===== config.mk =====
export PLATFORM = sky130hd
export DESIGN_NAME = vlan_viol_capture
export DESIGN_NICKNAME = d
export VERILOG_FILES = /design/src/rtl/vvc_pkg.sv /design/src/rtl/vvc_slot.sv /design/src/rtl/vvc_opseq.sv /design/src/rtl/vvc_result.sv /design/src/rtl/vlan_viol_capture.sv
export SDC_FILE = /design/constraint.sdc
export NUM_CORES = 1
export LEC_CHECK = 0
export BUFFER_PORTS_ARGS = -buffer_cell sky130_fd_sc_hd__buf_2
export CORE_UTILIZATION = 30
export DETAILED_ROUTE_END_ITERATION = 10
export PLACE_DENSITY = 0.54
export SYNTH_ARGS = -nofsm -noshare
export SYNTH_HDL_FRONTEND = slang
export SYNTH_SLANG_ARGS = --single-unit

===== constraint.sdc =====
create_clock -name clk -period 1.8 [get_ports clk]
set_input_delay 0.36 -clock clk [delete_from_list [all_inputs] [get_ports clk]]
set_output_delay 0.36 -clock clk [all_outputs]
set_load 0.01 [all_outputs]

===== src/rtl/vvc_pkg.sv =====
package vvc_pkg;
  localparam int RES_W       = 16;
  localparam int BIT_BUSY    = 15;
  localparam int BIT_LOST    = 7;
  localparam int BIT_MEMBER  = 6;
  localparam int BIT_MISS    = 5;
  localparam int PORT_FIELD  = 4;

  typedef struct packed {
    logic member;
    logic miss;
  } vvc_kind_t;
endpackage


===== src/rtl/vvc_slot.sv =====
module vvc_slot
  import vvc_pkg::*;
#(
  parameter int VID_W  = 12,
  parameter int PORT_W = 4
) (
  input  logic              clk,
  input  logic              rst,
  input  logic              rpt_valid,
  input  logic [VID_W-1:0]  rpt_vid,
  input  logic [PORT_W-1:0] rpt_port,
  input  vvc_kind_t         rpt_kind,
  input  logic              take,
  output logic              pending,
  output logic              lost,
  output logic [VID_W-1:0]  s_vid,
  output logic [PORT_W-1:0] s_port,
  output vvc_kind_t         s_kind
);
  // A take in the same cycle frees the slot before a new report lands.
  logic room;
  assign room = !pending || take;

  always_ff @(posedge clk) begin
    if (rst) begin
      pending <= 1'b0;
      lost    <= 1'b0;
      s_vid   <= '0;
      s_port  <= '0;
      s_kind  <= '0;
    end else begin
      if (take) begin
        pending <= 1'b0;
        lost    <= 1'b0;
      end
      if (rpt_valid) begin
        if (room) begin
          pending <= 1'b1;
          s_vid   <= rpt_vid;
          s_port  <= rpt_port;
          s_kind  <= rpt_kind;
        end else begin
          lost <= 1'b1;
        end
      end
    end
  end
endmodule


===== src/rtl/vvc_opseq.sv =====
module vvc_opseq #(
  parameter int OP_CYCLES = 3
) (
  input  logic clk,
  input  logic rst,
  input  logic cmd_go,
  output logic busy,
  output logic done
);
  localparam int CNT_W = $clog2(OP_CYCLES + 1);

  logic [CNT_W-1:0] cnt;

  assign done = busy && (cnt == '0);

  always_ff @(posedge clk) begin
    if (rst) begin
      busy <= 1'b0;
      cnt  <= '0;
    end else if (!busy) begin
      if (cmd_go) begin
        busy <= 1'b1;
        cnt  <= CNT_W'(OP_CYCLES - 1);
      end
    end else if (done) begin
      busy <= 1'b0;
    end else begin
      cnt <= cnt - 1'b1;
    end
  end
endmodule


===== src/rtl/vvc_result.sv =====
module vvc_result
  import vvc_pkg::*;
#(
  parameter int VID_W  = 12,
  parameter int PORT_W = 4
) (
  input  logic              clk,
  input  logic              rst,
  input  logic              done,
  input  logic              pending,
  input  logic              lost,
  input  logic [VID_W-1:0]  s_vid,
  input  logic [PORT_W-1:0] s_port,
  input  vvc_kind_t         s_kind,
  output logic [RES_W-2:0]  res_bits,
  output logic [VID_W-1:0]  res_vid
);
  logic [RES_W-2:0] packed_bits;

  always_comb begin
    packed_bits = '0;
    if (pending) begin
      packed_bits[PORT_W-1:0] = s_port;
      packed_bits[BIT_MISS]   = s_kind.miss;
      packed_bits[BIT_MEMBER] = s_kind.member;
      packed_bits[BIT_LOST]   = lost;
    end
  end

  always_ff @(posedge clk) begin
    if (rst) begin
      res_bits <= '0;
      res_vid  <= '0;
    end else if (done) begin
      res_bits <= packed_bits;
      res_vid  <= pending ? s_vid : '0;
    end
  end
endmodule


===== src/rtl/vlan_viol_capture.sv =====
module vlan_viol_capture
  import vvc_pkg::*;
#(
  parameter int VID_W     = 12,
  parameter int PORT_W    = 4,
  parameter int OP_CYCLES = 3
) (
  input  logic              clk,
  input  logic              rst,
  input  logic              rpt_valid,
  input  logic [VID_W-1:0]  rpt_vid,
  input  logic [PORT_W-1:0] rpt_port,
  input  logic              rpt_member,
  input  logic              rpt_miss,
  input  logic              cmd_go,
  output logic              irq,
  output logic [15:0]       op_word,
  output logic [VID_W-1:0]  vid_word
);
  logic              busy;
  logic              done;
  logic              pending;
  logic              slot_lost;
  logic [VID_W-1:0]  s_vid;
  logic [PORT_W-1:0] s_port;
  vvc_kind_t         s_kind;
  vvc_kind_t         in_kind;
  logic [RES_W-2:0]  res_bits;

  assign in_kind.member = rpt_member;
  assign in_kind.miss   = rpt_miss;

  vvc_opseq #(.OP_CYCLES(OP_CYCLES)) u_seq (
    .clk    (clk),
    .rst    (rst),
    .cmd_go (cmd_go),
    .busy   (busy),
    .done   (done)
  );

  vvc_slot #(.VID_W(VID_W), .PORT_W(PORT_W)) u_slot (
    .clk       (clk),
    .rst       (rst),
    .rpt_valid (rpt_valid),
    .rpt_vid   (rpt_vid),
    .rpt_port  (rpt_port),
    .rpt_kind  (in_kind),
    .take      (done),
    .pending   (pending),
    .lost      (slot_lost),
    .s_vid     (s_vid),
    .s_port    (s_port),
    .s_kind    (s_kind)
  );

  vvc_result #(.VID_W(VID_W), .PORT_W(PORT_W)) u_res (
    .clk      (clk),
    .rst      (rst),
    .done     (done),
    .pending  (pending),
    .lost     (slot_lost),
    .s_vid    (s_vid),
    .s_port   (s_port),
    .s_kind   (s_kind),
    .res_bits (res_bits),
    .res_vid  (vid_word)
  );

  assign irq     = pending;
  assign op_word = {busy, res_bits};
endmodule


---- Word-level counts from Yosys, hierarchy flattened ----
Cells that the tools add are included.
word-level totals
  memory bits (writable) .................. 0
  input port bits ......................... 22
  bits in read-only memories .............. 0
  output and inout port bits .............. 29
  memories ................................ 0
  bits in latches ......................... 0
  register bits ........................... 42
  word-level logic and storage cells ...... 34
operators by class
  $mul .................................... 0
  $add $sub $neg .......................... 1
  bitwise logic cells ..................... 0
  $lt $le $gt $ge ......................... 0
  mux-type cells .......................... 15
  shift operators ......................... 0
  reductions and logical operators ........ 7
  equality and inequality tests ........... 1
  divide/modulo/power cells ............... 0
operator list
  cell                 count
  $mux 12              1
  $mux 1               9
  $mux 2               3
  $mux 4               1
  $reduce_and 2->1     2
  $mux 3               1
  $logic_not 2->1      1
  $ne 2x2->1 const B   1
  $reduce_bool 2->1    1
  $sub 2x1->2 const B  1
  $logic_and 1x1->1    1
  $logic_not 1->1      1
  $logic_or 1x1->1     1

---- Depth between registers and ports, before layout ----
Gate-level depths: netlist (run 1).
  depth in word-level cells ............... 5
  mapped depth ............................ 7
  mapped depth without buffers ............ 5

---- By module ----
A second synthesis (run 1) with hierarchy kept.
unflattened totals
  cells, all modules ...................... 195
  area total of the unflattened synthesis .. 2078.2 um^2
modules (own cells, without submodules)
  module             area an instance (um^2)  cells an instance  sequential area each (um^2)  times used
  vvc_result         1023.5                   93                 380.4                        1
  vvc_slot           887.1                    86                 400.4                        1
  vvc_opseq          160.2                    15                 60.1                         1
  vlan_viol_capture  7.5                      1                  0.0                          1

---- Worst setup path after synthesis (run 1) ----
Ideal clock, no wire load.
  path type ............................... register to register
  start ................................... register u_seq.cnt[0]
  end ..................................... register u_res.res_bits[0]
  data required time ...................... 1743 ps
  stages on the path, launching flop included .. 7
  arrival ................................. 1354 ps
  library setup time ...................... 57 ps
  period minus slack after synthesis ...... 1411 ps
  path slack .............................. 389 ps
  cells stage by stage .................... dfxtp_1 > inv_1 > ha_1 > and2_4 > nor2_2 > buf_2 > a22o_2
on the way
  word-level cells in the longest chain between the ends .. 2
RTL lines
  element                 line              text
  from (decl)             vvc_opseq.sv:12   logic [CNT_W-1:0] cnt;
  from (signal assigned)  vvc_opseq.sv:23   cnt <= CNT_W'(OP_CYCLES - 1);
  from (signal assigned)  vvc_opseq.sv:28   cnt <= cnt - 1'b1;
  $logic_not 2->1         vvc_opseq.sv:14   assign done = busy && (cnt == '0);
  $logic_and 1x1->1       vvc_opseq.sv:14
  to (signal assigned)    vvc_result.sv:35  res_bits <= packed_bits;
  to (decl)               vvc_result.sv:15  output logic [RES_W-2:0] res_bits,
Every way passes these cells.
A chain may end at the register's enable or synchronous reset.

---- Final worst setup path (run 1) ----
  start ................................... register u_seq.cnt[0]
  end ..................................... register u_res.res_vid[4]
on the way
  word-level cells in the longest chain between the ends .. 2
RTL lines
  element               line              text
  $logic_not 2->1       vvc_opseq.sv:14
  $logic_and 1x1->1     vvc_opseq.sv:14
  to (signal assigned)  vvc_result.sv:36  res_vid <= pending ? s_vid : '0;
  to (decl)             vvc_result.sv:16  output logic [VID_W-1:0] res_vid
Every way passes these cells.

==> results of run 1 <==
-- worst max path at each step --
stage	start	endpoint	slack (ns)	cells past startpoint
4_1_cts	u_seq.cnt[0]	u_res.res_vid[4]	0.29	5
5_1_grt	u_seq.cnt[0]	u_res.res_bits[6]	0.19	5
3_5_place_dp	u_seq.cnt[0]	u_res.res_bits[6]	0.03	5
3_3_place_gp	u_seq.cnt[0]	u_res.res_bits[1]	0.05	5
2_1_floorplan	u_seq.cnt[0]	u_res.res_bits[0]	0.39	6
6_report	u_seq.cnt[0]	u_res.res_vid[4]	0.30	5
-- cells in the final DEF, fill, tap and decap left out, types with 2 or more instances in the layout --
cell type | Yosys | final
nor2_1 | 2 | 2
nand2b_1 | 36 | 36
inv_1 | 3 | 3
conb_1 | 1 | 8
clkbuf_8 | 0 | 6
a22o_2 | 19 | 19
buf_4 | 9 | 4
a21oi_1 | 3 | 3
dfxtp_1 | 42 | 42
buf_2 | 2 | 42
o21ai_0 | 2 | 2
nor3_1 | 2 | 2
mux2i_1 | 18 | 18
-- power by group --
part / total (mW) / switching [mW] / leakage [nW] / internal (mW)
logic: 0.202 / 0.106 / 0.535 / 0.0957
registers: 0.995 / 0.0245 / 0.343 / 0.971
clock network: 0.619 / 0.309 / 0.0482 / 0.309
-- area by class of cell --
cell class	instances	area (µm²)
sequential	42	841
timing repair buffer	47	260
fill	552	3420
clock inverter	1	5.00
clock buffer	7	86.3
inverter	3	11.3
tap	72	90.1
multi-input combinational	99	754
-- per-stage QoR --
step	util [%]	area, µm²	setup WS [ns]	hold slack, ns
3_5_place_dp	35.7	1950	0.0260	0.458
2_1_floorplan	-	1730	0.389	0.448
4_1_cts	37.4	2050	0.292	0.299
5_1_grt	37.4	2050	0.189	0.310
3_3_place_gp	35.7	1950	0.0521	0.452
6_report	37.4	2050	0.304	0.309
-- registers in the layout, indices dropped and copies added (netlist names) --
signal	cells
u_slot.lost	1
u_slot.s_port	4
u_seq.cnt	2
u_slot.s_vid	12
u_res.res_vid	12
u_res.res_bits	7
u_seq.busy	1
u_slot.s_kind	2
u_slot.pending	1
-- worst max-delay path, cell delays in order (launching register included) --
cell     delay (ns)
dfxtp_1        0.33
inv_1          0.05
ha_1           0.23
and2_4         0.19
nor2_4         0.40
a22o_2         0.24
-- per-layer routing --
metal	up-vias	GRT usage, %
li1	597	-
met1	554	15.5
met2	28	18.4
met3	5	4.17
met4	0	5.66
met5	-	0
-- logic make-up (layout without fill, tap and decap cells) --
kind of cell / after synthesis / count (layout)
AOI/OAI and AO/OA: 26 / 26
and+or+nand+nor: 46 / 46
other: 1 / 8
DFF: 42 / 42
adders and majority gates: 1 / 1
muxes: 18 / 18
buffers and inverters: 21 / 58
==> Flow_metrics.wiki, run 1 <==
{| class="wikitable"
! Metric !! Value
|-
| Outcome || completed
|-
| Top Ports || slightly above 50
|-
| Routability congestion estimate from global placement || ~0.65
|-
| Kind of end point of the critical path || flop
|-
| Post-detailed-route wirelength per cell || approximately 12 µm
|-
| Average footprint of a synthesized cell || approximately 11 µm²
|-
| Post-synth EDFFs || 0
|-
| Die width || 77.3 µm
|-
| Area fraction in and, or, nand and nor cells after synthesis || between 10% and 20%
|-
| Post-CTS Setup Inserts || 0
|-
| Share of the clock period used by the worst path after layout || ~83%
|-
| RR Startpoint || u_seq.cnt[0]
|-
| MaxCap Viol Count || 0
|-
| FMAX || between 600 and 700 MHz
|-
| Final Total Pwr || about 1.8 mW
|-
| Max Used Layer || met4
|-
| Height of the chip || between 70 and 80 µm
|-
| WL met3 || about 140 µm
|-
| Clock tree from TritonCTS || done
|-
| Dominant cell by count in the synthesized netlist || dfxtp_1
|-
| CTS H-tree lvls || 2
|-
| Detailed placement HPWL || 2.26 mm
|-
| Signed area change from the synthesized netlist to the final layout || 20.4%
|-
| Post-synthesis share of cell area spent on full adders, half adders and majority gates || less than 1%
|-
| Via count of the first global-routing pass || ~1100
|-
| Port Buffer Count || 42
|-
| WL met2 || roughly 1.6 mm
|-
| Measured slew at the worst slew-check pin || about 0.51 ns
|-
| Number of register bits inferred by synthesis || 42
|-
| Total count of hold-check failures in the final report || 0
|-
| Largest area contributor in the synthesized netlist || dfxtp_1
|-
| Post-synth top flop || dfxtp_1
|-
| Post-route insts no fill || approximately 270
|-
| Total DRC errors in the routed layout || 0
|-
| Proportion of netlist area held by the largest area contributor || about half
|-
| Remaining antenna violation count || 0
|-
| Yosys cell types || 23
|-
| Path depth of the worst reg2reg path || 5
|-
| Total Wirelength || roughly 3.4 mm
|-
| Clock buffer depth || 2
|-
| Core area || approximately 0.0055 mm²
|-
| Maximum number of pins on one net before global-route repair || 23
|-
| Hold_sp || rpt_valid
|-
| Later-pin clock latency in the skew report || a little under 0.3 ns
|-
| TritonCTS buffer count || 5
|-
| Synthesized netlist cell count || between 150 and 200
|-
| Worst hold path stage count || 3
|-
| Hold Crit Endpoint || u_slot.pending
|-
| Final Net Count || 221
|-
| Gr ovfl total || 0
|-
| TritonCTS Sinks || between 40 and 50
|-
| Number of antenna violations at the first check in global routing || 0
|-
| Max transition margin || 66.0%
|-
| Wire length of the first global-routing pass || around 5.6 mm
|-
| Total power density per cell area || roughly 900 mW/mm²
|-
| Detailed-router iteration count before antenna repair || 4
|-
| Worst r2r dst || u_res.res_vid[4]
|-
| Classification of the worst-slack hold path || in2reg
|-
| Final setup viols || 0
|-
| Number of antenna repair diodes || 0
|-
| Final Critical Period || between 1 and 1.5 ns
|-
| Root cell of the clock tree || clkbuf_8
|-
| Worst Path Arrival || roughly 1.7 ns
|-
| Fraction of final layout cells with drive strength greater than 1 || 39.2%
|-
| Share of synthesized flip-flops with an asynchronous set or reset || 0%
|-
| Most frequent cells after synthesis || dfxtp_1, nand2b_1, a22o_2
|-
| TNS Setup || 0 ns
|-
| Peak supply drop || 0.245 mV
|-
| Register-to-Register Setup Slack || ~0.30 ns
|-
| Worst setup skew after layout || about 0.0061 ns
|-
| Routed vias || 1184
|-
| Row Count || 27
|-
| Largest family of logic cells by synthesized area || simple AND/OR/NAND/NOR gates
|-
| Maximum fanout along the worst path || 19
|-
| Critical path start-end classification || reg2reg
|-
| Count of cells resized by post-cts repair || 1
|-
| Quantity of hold-fixing buffers added after cts || 0
|-
| DR vias/cell || around 4.4
|-
| Post-route met1 wirelength || approximately 1.6 mm
|-
| Portion of the post-synthesis area used by sequential elements || 49.4%
|-
| Syn Std Cell Area || roughly 0.0017 mm²
|-
| Number of pins with negative max-slew slack in the final report || 0
|-
| Post-synthesis share of cell area spent on xor and xnor gates || 0%
|-
| Number of placed cells counting well taps || ~260
|-
| Biggest area contributors in the synthesized netlist || dfxtp_1, nand2b_1, a22o_2
|-
| Startpoint kind of the worst setup timing path || flop
|-
| Compound-gate portion of the synthesized area || between 10% and 20%
|-
| Setup repair after global routing missed its margin || false
|-
| Aggregate global-route resource usage || 12.2%
|-
| Mux contribution to synthesized area || roughly a tenth
|-
| Yosys synthesis warning count || 0
|-
| DRC violation total after the first TritonRoute iteration || 60
|-
| Required time at the endpoint of the critical path || 2.03 ns
|-
| Die footprint || 0.00598 mm²
|-
| Starting Density || a little under a third
|-
| Reported leakage power || around 0.9 nW
|-
| Clock-pin slew of the registers on the worst-case setup and hold paths || 0.07 ns
|}
Power figures use the tool's default switching activity.
==> run 2: changes to the inputs <==
--- a/config.mk
+++ b/config.mk
@@ -5,6 +5,7 @@
 export SDC_FILE = /design/constraint.sdc
 export NUM_CORES = 1
 export LEC_CHECK = 0
+export ABC_AREA = 1
 export BUFFER_PORTS_ARGS = -buffer_cell sky130_fd_sc_hd__buf_2
 export CORE_UTILIZATION = 30
 export DETAILED_ROUTE_END_ITERATION = 10
==> constraint.sdc (replaced) <==
create_clock -name clk -period 1.5 [get_ports clk]
set_input_delay 0.3 -clock clk [delete_from_list [all_inputs] [get_ports clk]]
set_output_delay 0.3 -clock clk [all_outputs]
set_load 0.01 [all_outputs]
==> run 2 against run 1 <==
Combinational power is 55% higher; sequential power is 22% higher; worst setup slack worse by 0.13 ns.
==> Flow_metrics.wiki, run 2 <==
{| class="wikitable"
! Metric !! Value
|-
| Total count of hold-check failures in the final report || 0 (unchanged)
|-
| Largest registers || u_res.res_vid: 12 flops, u_slot.s_vid: 12 flops, u_res.res_bits: 7 flops
|-
| CP top delay family || simple AND/OR/NAND/NOR gates
|-
| Wire length of the first global-routing pass || 5.85 mm (+4.6%)
|-
| Relative contribution of combinational cells to total power || 13.8% (+2.7 points)
|-
| CTS H-tree lvls || 2 (unchanged)
|-
| Quantity of hold-fixing buffers added after cts || 0 (unchanged)
|-
| Biggest area contributors in the synthesized netlist || dfxtp_1, inv_1, nand2_1
|-
| Die footprint || 0.00633 mm² (+5.9%)
|-
| Number of register bits inferred by synthesis || 42 (unchanged)
|-
| Core area || 0.00564 mm² (+3.1%)
|-
| Total power density per cell area || 1070 mW/mm² (+20%)
|-
| Required time at the endpoint of the critical path || 1.71 ns (-0.32 ns)
|-
| Max incr delay on CP || 0.32 ns (-0.08 ns)
|-
| Most frequent cells after synthesis || dfxtp_1, inv_1, nand2_1
|-
| Number of pins with negative max-slew slack in the final report || 0 (unchanged)
|-
| Clock-pin slew of the registers on the worst-case setup and hold paths || 0.07 ns (about the same)
|-
| FMAX || 754 MHz (+13%)
|-
| Number of antenna repair diodes || 0 (unchanged)
|-
| Share of synthesized flip-flops with an asynchronous set or reset || 0% (unchanged)
|-
| Post-synth EDFFs || 0 (unchanged)
|-
| Count of cells resized by post-cts repair || 0 (-1)
|-
| Worst Slack Setup Final || 0.173 ns (-0.130 ns)
|-
| Dominant cell by count in the synthesized netlist || dfxtp_1
|-
| Worst Path Arrival || 1.53 ns (-0.20 ns)
|-
| Yosys synthesis warning count || 0 (unchanged)
|-
| Syn Std Cell Area || 0.00180 mm² (+6.0%)
|-
| Largest area contributor in the synthesized netlist || dfxtp_1
|-
| Commonest cells after routing, fill and taps aside || buf_2, dfxtp_1, inv_1
|-
| Fraction of final layout cells with drive strength greater than 1 || 25.6% (-14 points)
|-
| Detailed placement HPWL || 2.31 mm (+1.8%)
|-
| Post-CTS Setup Inserts || 0 (unchanged)
|-
| Switching fraction of total power || 26.6% (+2.4 points)
|-
| Root cell of the clock tree || clkbuf_8
|-
| Post-detailed-route wirelength per cell || 9.89 µm (-20%)
|-
| Cell-by-cell listing of the critical path || inv_1, ha_1, nand2_4, inv_6, nand3_4, o21ai_0
|-
| Clock network power share || 32.9% (-1.2 points)
|-
| Routed vias || 1406 (+19%)
|-
| Worst setup skew after layout || 0.00676 ns (+0.000637 ns)
|-
| Synthesized netlist cell count || 233 (+50%)
|-
| Top Ports || 51 (unchanged)
|-
| Outcome || completed
|-
| Total DRC errors in the routed layout || 0 (unchanged)
|-
| Kind of end point of the critical path || flop
|-
| Internal power || 1.67 mW (+21%)
|-
| Clock tree from TritonCTS || done
|-
| Startpoint kind of the worst setup timing path || flop
|-
| Routability congestion estimate from global placement || 0.722 (+10%)
|-
| Switch Pwr || 0.605 mW (+37%)
|-
| Height of the chip || 79.6 µm (+2.9%)
|-
| Via count of the first global-routing pass || 1330 (+23%)
|-
| Post-synth top flop || dfxtp_1
|-
| Final Critical Period || 1.33 ns (-0.170 ns)
|-
| Share of the clock period used by the worst path after layout || 88.5% (+5.3 points)
|-
| Critical path start-end classification || reg2reg
|-
| Average footprint of a synthesized cell || 7.74 µm² (-29%)
|-
| Starting Density || 32.0% (+0.89 points)
|-
| Largest family of logic cells by synthesized area || simple AND/OR/NAND/NOR gates
|-
| Remaining antenna violation count || 0 (unchanged)
|-
| Aggregate global-route resource usage || 12.1% (-0.14 points)
|-
| Pre-CTS worst setup slack || 0.140 ns (+0.115 ns)
|-
| Proportion of netlist area held by the largest area contributor || 46.6% (-2.8 points)
|-
| Gr ovfl total || 0 (unchanged)
|-
| Post-synthesis share of cell area spent on xor and xnor gates || 0% (unchanged)
|-
| Hold WS || 0.272 ns (-0.0376 ns)
|-
| Number of antenna violations at the first check in global routing || 0 (unchanged)
|-
| Row Count || 27 (unchanged)
|-
| TNS Setup || 0 ns (unchanged)
|-
| Peak supply drop || 0.349 mV (+43%)
|-
| Final setup viols || 0 (unchanged)
|-
| Classification of the worst-slack hold path || in2reg
|-
| Total buffers and inverters traversed by the critical path || 2 (+1)
|-
| MaxCap Viol Count || 0 (unchanged)
|-
| Reported leakage power || 1.05 nW (+13%)
|-
| Portion of the post-synthesis area used by sequential elements || 46.6% (-2.8 points)
|-
| Maximum fanout along the worst path || 19 (unchanged)
|-
| Detailed-router iteration count before antenna repair || 4 (unchanged)
|-
| Max stage delay cell, worst path || dfxtp_1
|-
| DRC violation total after the first TritonRoute iteration || 90 (+50%)
|-
| DR vias/cell || 4.08 (-6.7%)
|-
| Area fraction in and, or, nand and nor cells after synthesis || 21.1% (+3.8 points)
|-
| Die width || 79.6 µm (+2.9%)
|-
| Mux contribution to synthesized area || 0% (-11 points)
|-
| Compound-gate portion of the synthesized area || 13.7% (+0.054 points)
|-
| TritonCTS Sinks || 42 (unchanged)
|-
| Setup repair after global routing missed its margin || false
|-
| Clock buffer depth || 2 (unchanged)
|-
| Post-synthesis share of cell area spent on full adders, half adders and majority gates || 0.693% (-0.042 points)
|-
| Final Net Count || 295 (+33%)
|-
| Yosys cell types || 22 (-4.3%)
|-
| TritonCTS buffer count || 5 (unchanged)
|-
| Sequential fraction of design power || 53.3% (-1.5 points)
|-
| Later-pin clock latency in the skew report || 0.29 ns (about the same)
|-
| Total Wirelength || 3.41 mm (+1.6%)
|-
| Maximum number of pins on one net before global-route repair || 39 (+70%)
|-
| Signed area change from the synthesized netlist to the final layout || 18.0%
|-
| Port Buffer Count || 42 (unchanged)
|-
| Filler cell count || 624 (+13%)
|}
[run 2: area by class of cell]
| class | count | area [µm²] | share of cell area, % |
|---|---|---|---|
| clock buffer | 6 | 82.6 | 3.88 |
| multi-input combinational | 135 | 679 | 31.9 |
| clock inverter | 2 | 12.5 | 0.588 |
| timing repair buffer | 45 | 258 | 12.1 |
| inverter | 43 | 166 | 7.81 |
| tap | 72 | 90.1 | 4.23 |
| sequential | 42 | 841 | 39.5 |
[run 2: cells by family after synthesis]
family / count (synthesis)
AO/OA/AOI/OAI: 42
adder cells (fa/ha/maj): 1
buffers and inverters: 63
flip-flops: 42
other: 1
AND/OR/NAND/NOR: 84
[run 2: path summary, 6_finish.rpt]
kind,startpoint,to,slack [ns],depth (start not counted)
worst max-delay path,u_seq.cnt[0],u_res.res_vid[11],0.17,6
worst min register to register,u_res.res_vid[3],u_res.res_vid[3],0.45,2
worst min-delay path,rst,u_slot.pending,0.27,2
worst max register to register,u_seq.cnt[0],u_res.res_vid[11],0.17,6
[run 2: through the flow]
stage / instances / util [%] / total power, mW / cell area, µm²
4_1_cts: 345 / 37.6 / 2.30 / 2120
6_report: 345 / 37.7 / 2.27 / 2130
3_5_place_dp: 337 / 35.9 / 1.55 / 2030
5_1_grt: 345 / 37.7 / 2.42 / 2130
2_1_floorplan: 240 / - / 1.49 / 1830
3_3_place_gp: 337 / 35.9 / 1.54 / 2030
[run 2: power groups by stage]
| stage | clock (mW) | sequential (mW) | combinational [mW] |
|---|---|---|---|
| after floorplan | 0 | 1.23 | 0.253 |
| after global placement | 0 | 1.23 | 0.306 |
| after detailed placement | 0 | 1.24 | 0.314 |
| after CTS | 0.779 | 1.21 | 0.314 |
| after global routing | 0.836 | 1.22 | 0.361 |
| final | 0.748 | 1.21 | 0.313 |
[run 2: layer usage]
layer  wire [µm]  share of wire (%)  global-route usage (%)
met5           0                  0                       0
met4          41                1.2                    4.91
met3         158                4.6                    3.89
met2        1640                 48                    19.4
met1        1570                 46                    14.7
==> run 3: changes to the inputs <==
--- a/config.mk
+++ b/config.mk
@@ -9,7 +9,8 @@
 export BUFFER_PORTS_ARGS = -buffer_cell sky130_fd_sc_hd__buf_2
 export CORE_UTILIZATION = 30
 export DETAILED_ROUTE_END_ITERATION = 10
-export PLACE_DENSITY = 0.54
+export PLACE_DENSITY = 0.53
 export SYNTH_ARGS = -nofsm -noshare
 export SYNTH_HDL_FRONTEND = slang
+export SYNTH_HIERARCHICAL = 1
 export SYNTH_SLANG_ARGS = --single-unit
==> run 3 against run 2 <==
Final area grew 7.3%; area after synthesis rose by 9.1%; hold slack better by 0.016 ns; critical endpoint is now u_slot/s_port[3]; first-iteration DRC count is 4.4% higher; largest power group unchanged; die area up 8.8%.
==> Flow_metrics.wiki, run 3 <==
{| class="wikitable"
! Metric !! Value
|-
| Starting Density || 31.0% (-0.99 points)
|-
| Final Net Count || 309 (+4.7%)
|-
| TritonCTS buffer count || 5 (unchanged)
|-
| Hold_sp || cmd_go
|-
| Total power density per cell area || 1150 mW/mm² (+7.8%)
|-
| Number of antenna violations at the first check in global routing || 0 (unchanged)
|-
| Hold WS || 0.288 ns (+0.0160 ns)
|-
| MaxCap Viol Count || 0 (unchanged)
|-
| Number of register bits inferred by synthesis || 42 (unchanged)
|-
| Total Wirelength || 4.03 mm (+18%)
|-
| Aggregate global-route resource usage || 12.0% (about the same)
|-
| Hold Crit Endpoint || u_seq/busy
|-
| Detailed-router iteration count before antenna repair || 4 (unchanged)
|-
| Dominant cell by count in the synthesized netlist || nand2_1
|-
| Top Ports || 51 (unchanged)
|-
| Commonest non-fill, non-tap cell in the layout || nand2_1
|-
| Share of the clock period used by the worst path after layout || 89.9% (+1.5 points)
|-
| Fraction of final layout cells with drive strength greater than 1 || 30.0% (+4.3 points)
|-
| Post-synth EDFFs || 0 (unchanged)
|-
| Detailed placement HPWL || 2.85 mm (+23%)
|-
| Clock tree from TritonCTS || done
|-
| Height of the chip || 83.0 µm (+4.3%)
|-
| RR Startpoint || u_seq/cnt[0]
|-
| Pre-CTS worst setup slack || 0.0434 ns (-0.0971 ns)
|-
| Largest registers || u_res/res_vid: 12 flops, u_slot/s_vid: 12 flops, u_res/res_bits: 7 flops
|-
| Worst Slack Setup Final || 0.151 ns (-0.0221 ns)
|-
| Number of placed cells counting well taps || 356 (+5.6%)
|-
| Core area || 0.00635 mm² (+13%)
|-
| Gr ovfl total || 0 (unchanged)
|-
| Critical path start-end classification || reg2reg
|-
| Final Critical Period || 1.35 ns (+0.0221 ns)
|-
| Number of pins with negative max-slew slack in the final report || 0 (unchanged)
|-
| CTS H-tree lvls || 2 (unchanged)
|-
| Average footprint of a synthesized cell || 8.00 µm² (+3.3%)
|-
| Routed vias || 1589 (+13%)
|-
| Path depth of the worst reg2reg path || 9 (+3)
|-
| Total count of hold-check failures in the final report || 0 (unchanged)
|-
| Setup repair after global routing missed its margin || true
|-
| Clock-pin slew of the registers on the worst-case setup and hold paths || 0.08 ns (about the same)
|-
| Root cell of the clock tree || clkbuf_8
|-
| Outcome || completed
|-
| DRC violation total after the first TritonRoute iteration || 94 (+4.4%)
|-
| Portion of the post-synthesis area used by sequential elements || 42.7% (-3.9 points)
|-
| Yosys cell types || 19 (-14%)
|-
| Final setup viols || 0 (unchanged)
|-
| Maximum fanout along the worst path || 37 (+18)
|-
| Via count of the first global-routing pass || 1441 (+8.3%)
|-
| Kind of end point of the critical path || flop
|-
| Startpoint kind of the worst setup timing path || flop
|-
| Final Total Pwr || 2.63 mW (+16%)
|-
| TritonCTS Sinks || 42 (unchanged)
|-
| Die footprint || 0.00689 mm² (+8.8%)
|-
| Syn Std Cell Area || 0.00197 mm² (+9.1%)
|-
| Biggest area contributors in the synthesized netlist || dfxtp_1, nand2_1, a21oi_1
|-
| Port Buffer Count || 42 (unchanged)
|-
| Most frequent cells after synthesis || nand2_1, dfxtp_1, a21oi_1
|-
| Largest area contributor in the synthesized netlist || dfxtp_1
|-
| Later-pin clock latency in the skew report || 0.30 ns (about the same)
|-
| Total DRC errors in the routed layout || 0 (unchanged)
|-
| Multi-input combinational cell area || 815 µm² (+20%)
|-
| Filler cell count || 698 (+12%)
|-
| Die width || 83.0 µm (+4.3%)
|-
| Number of antenna repair diodes || 0 (unchanged)
|-
| Required time at the endpoint of the critical path || 1.69 ns (-0.02 ns)
|-
| Post-synth top flop || dfxtp_1
|-
| Signed area change from the synthesized netlist to the final layout || 16.1%
|-
| Register-to-Register Setup Slack || 0.15 ns (-0.02 ns)
|-
| Worst Path Arrival || 1.53 ns (about the same)
|-
| Worst hold path stage count || 3 (+1)
|-
| Reported leakage power || 1.08 nW (+2.7%)
|-
| FMAX || 741 MHz (-1.6%)
|-
| Yosys synthesis warning count || 6 (+6)
|-
| Worst setup skew after layout || 0.0119 ns (+0.00509 ns)
|-
| Post-detailed-route wirelength per cell || 11.1 µm (+12%)
|-
| Synthesized netlist cell count || 246 (+5.6%)
|-
| Wire length of the first global-routing pass || 6.60 mm (+13%)
|-
| Final cell utilization of the core || 36.0% (-1.8 points)
|-
| Routability congestion estimate from global placement || 0.734 (+1.7%)
|-
| Remaining antenna violation count || 0 (unchanged)
|-
| Row Count || 29 (+7.4%)
|-
| Worst r2r dst || u_slot/s_port[3]
|-
| Share of synthesized flip-flops with an asynchronous set or reset || 0% (unchanged)
|-
| Peak supply drop || 0.340 mV (-2.7%)
|-
| Sequential cell area in the final layout || 841 µm² (unchanged)
|-
| DR vias/cell || 4.37 (+7.1%)
|-
| Classification of the worst-slack hold path || in2reg
|-
| Maximum number of pins on one net before global-route repair || 38 (-2.6%)
|-
| Proportion of netlist area held by the largest area contributor || 42.7% (-3.9 points)
|-
| Commonest cells after routing, fill and taps aside || nand2_1, buf_2, dfxtp_1
|-
| Post-route insts no fill || 364 (+5.5%)
|-
| Clock buffer depth || 2 (unchanged)
|}
run 3: changes by cell type in the layout (fill, tap and decap cells not counted), moves of 3 or more:
cell | previous run | this run
a21oi_1 | 21 | 28
a21oi_2 | 0 | 10
buf_4 | 1 | 7
inv_1 | 41 | 26
inv_2 | 1 | 4
nand2_1 | 39 | 45
nand3_1 | 17 | 25
nand3_2 | 1 | 13
o21ai_0 | 10 | 1
o21ai_2 | 10 | 0
run 3: worst max-delay path: stages (launching register included):
cell and delay (ns):
dfxtp_1 0.30, inv_1 0.08, ha_1 0.17, nand2_1 0.07, inv_1 0.13, inv_2 0.08, nand2_8 0.19, nand3_1 0.10
nand2_1 0.07, nor2_1 0.04
run 3: kinds of logic (layout without fill, tap and decap cells):
logic type / after synthesis / count (layout) / share of synthesized area (%)
simple gates: 108 / 108 / 26.7
flops: 42 / 42 / 42.7
compound gates: 40 / 40 / 12.1
fa+ha+maj: 1 / 1 / 0.636
buf+inv: 54 / 88 / 17.7
other cells: 1 / 8 / 0.191
run 3: area by class of cell:
class	instances	area share, %
clock buffer	5	3.01
clock inverter	3	3.01
multi-input combinational	157	35.7
inverter	30	4.93
sequential	42	36.8
tap	77	4.22
timing repair buffer	50	12.4
run 3: metal layers:
layer / global-route usage [%] / part of all wire [%] / up-vias
li1: - / - / 842
met2: 19.2 / 46 / 34
met4: 6.11 / 0.84 / 0
met1: 15.6 / 49 / 711
met3: 2.29 / 4.4 / 2
met5: 0 / 0 / -
run 3: repair_timing:
item | CTS | global route
gates resized for setup | 0 | 1
endpoints found under the setup margin | 0 | 21
buffers inserted | 0 | 0
hold buffers | 0 | 0
run 3: how the worst max path moves through the flow:
stage | endpoint | cells past startpoint | start | slack, ns
after floorplan | u_slot/s_kind[0] | 9 | u_seq/cnt[0] | 0.25
after global placement | u_slot/s_port[0] | 9 | u_seq/cnt[0] | 0.1
after detailed placement | u_slot/s_vid[8] | 9 | u_seq/cnt[0] | 0.04
after CTS | u_slot/s_vid[8] | 9 | u_seq/cnt[0] | 0.03
after global routing | u_res/res_vid[5] | 7 | u_seq/cnt[0] | -0.01
final | u_slot/s_port[3] | 9 | u_seq/cnt[0] | 0.15
run 3: power breakdown:
group	switching [mW]	total, mW	internal, mW
registers	0.0421	1.22	1.18
logic	0.223	0.350	0.128
clock network	0.394	1.06	0.667
run 3: through the flow:
step / instance area (µm²) / setup TNS, ns
floorplan: 1990 / 0
global placement: 2140 / 0
detailed placement: 2140 / 0
CTS: 2280 / 0
global route: 2280 / -0.0215
finish: 2280 / 0
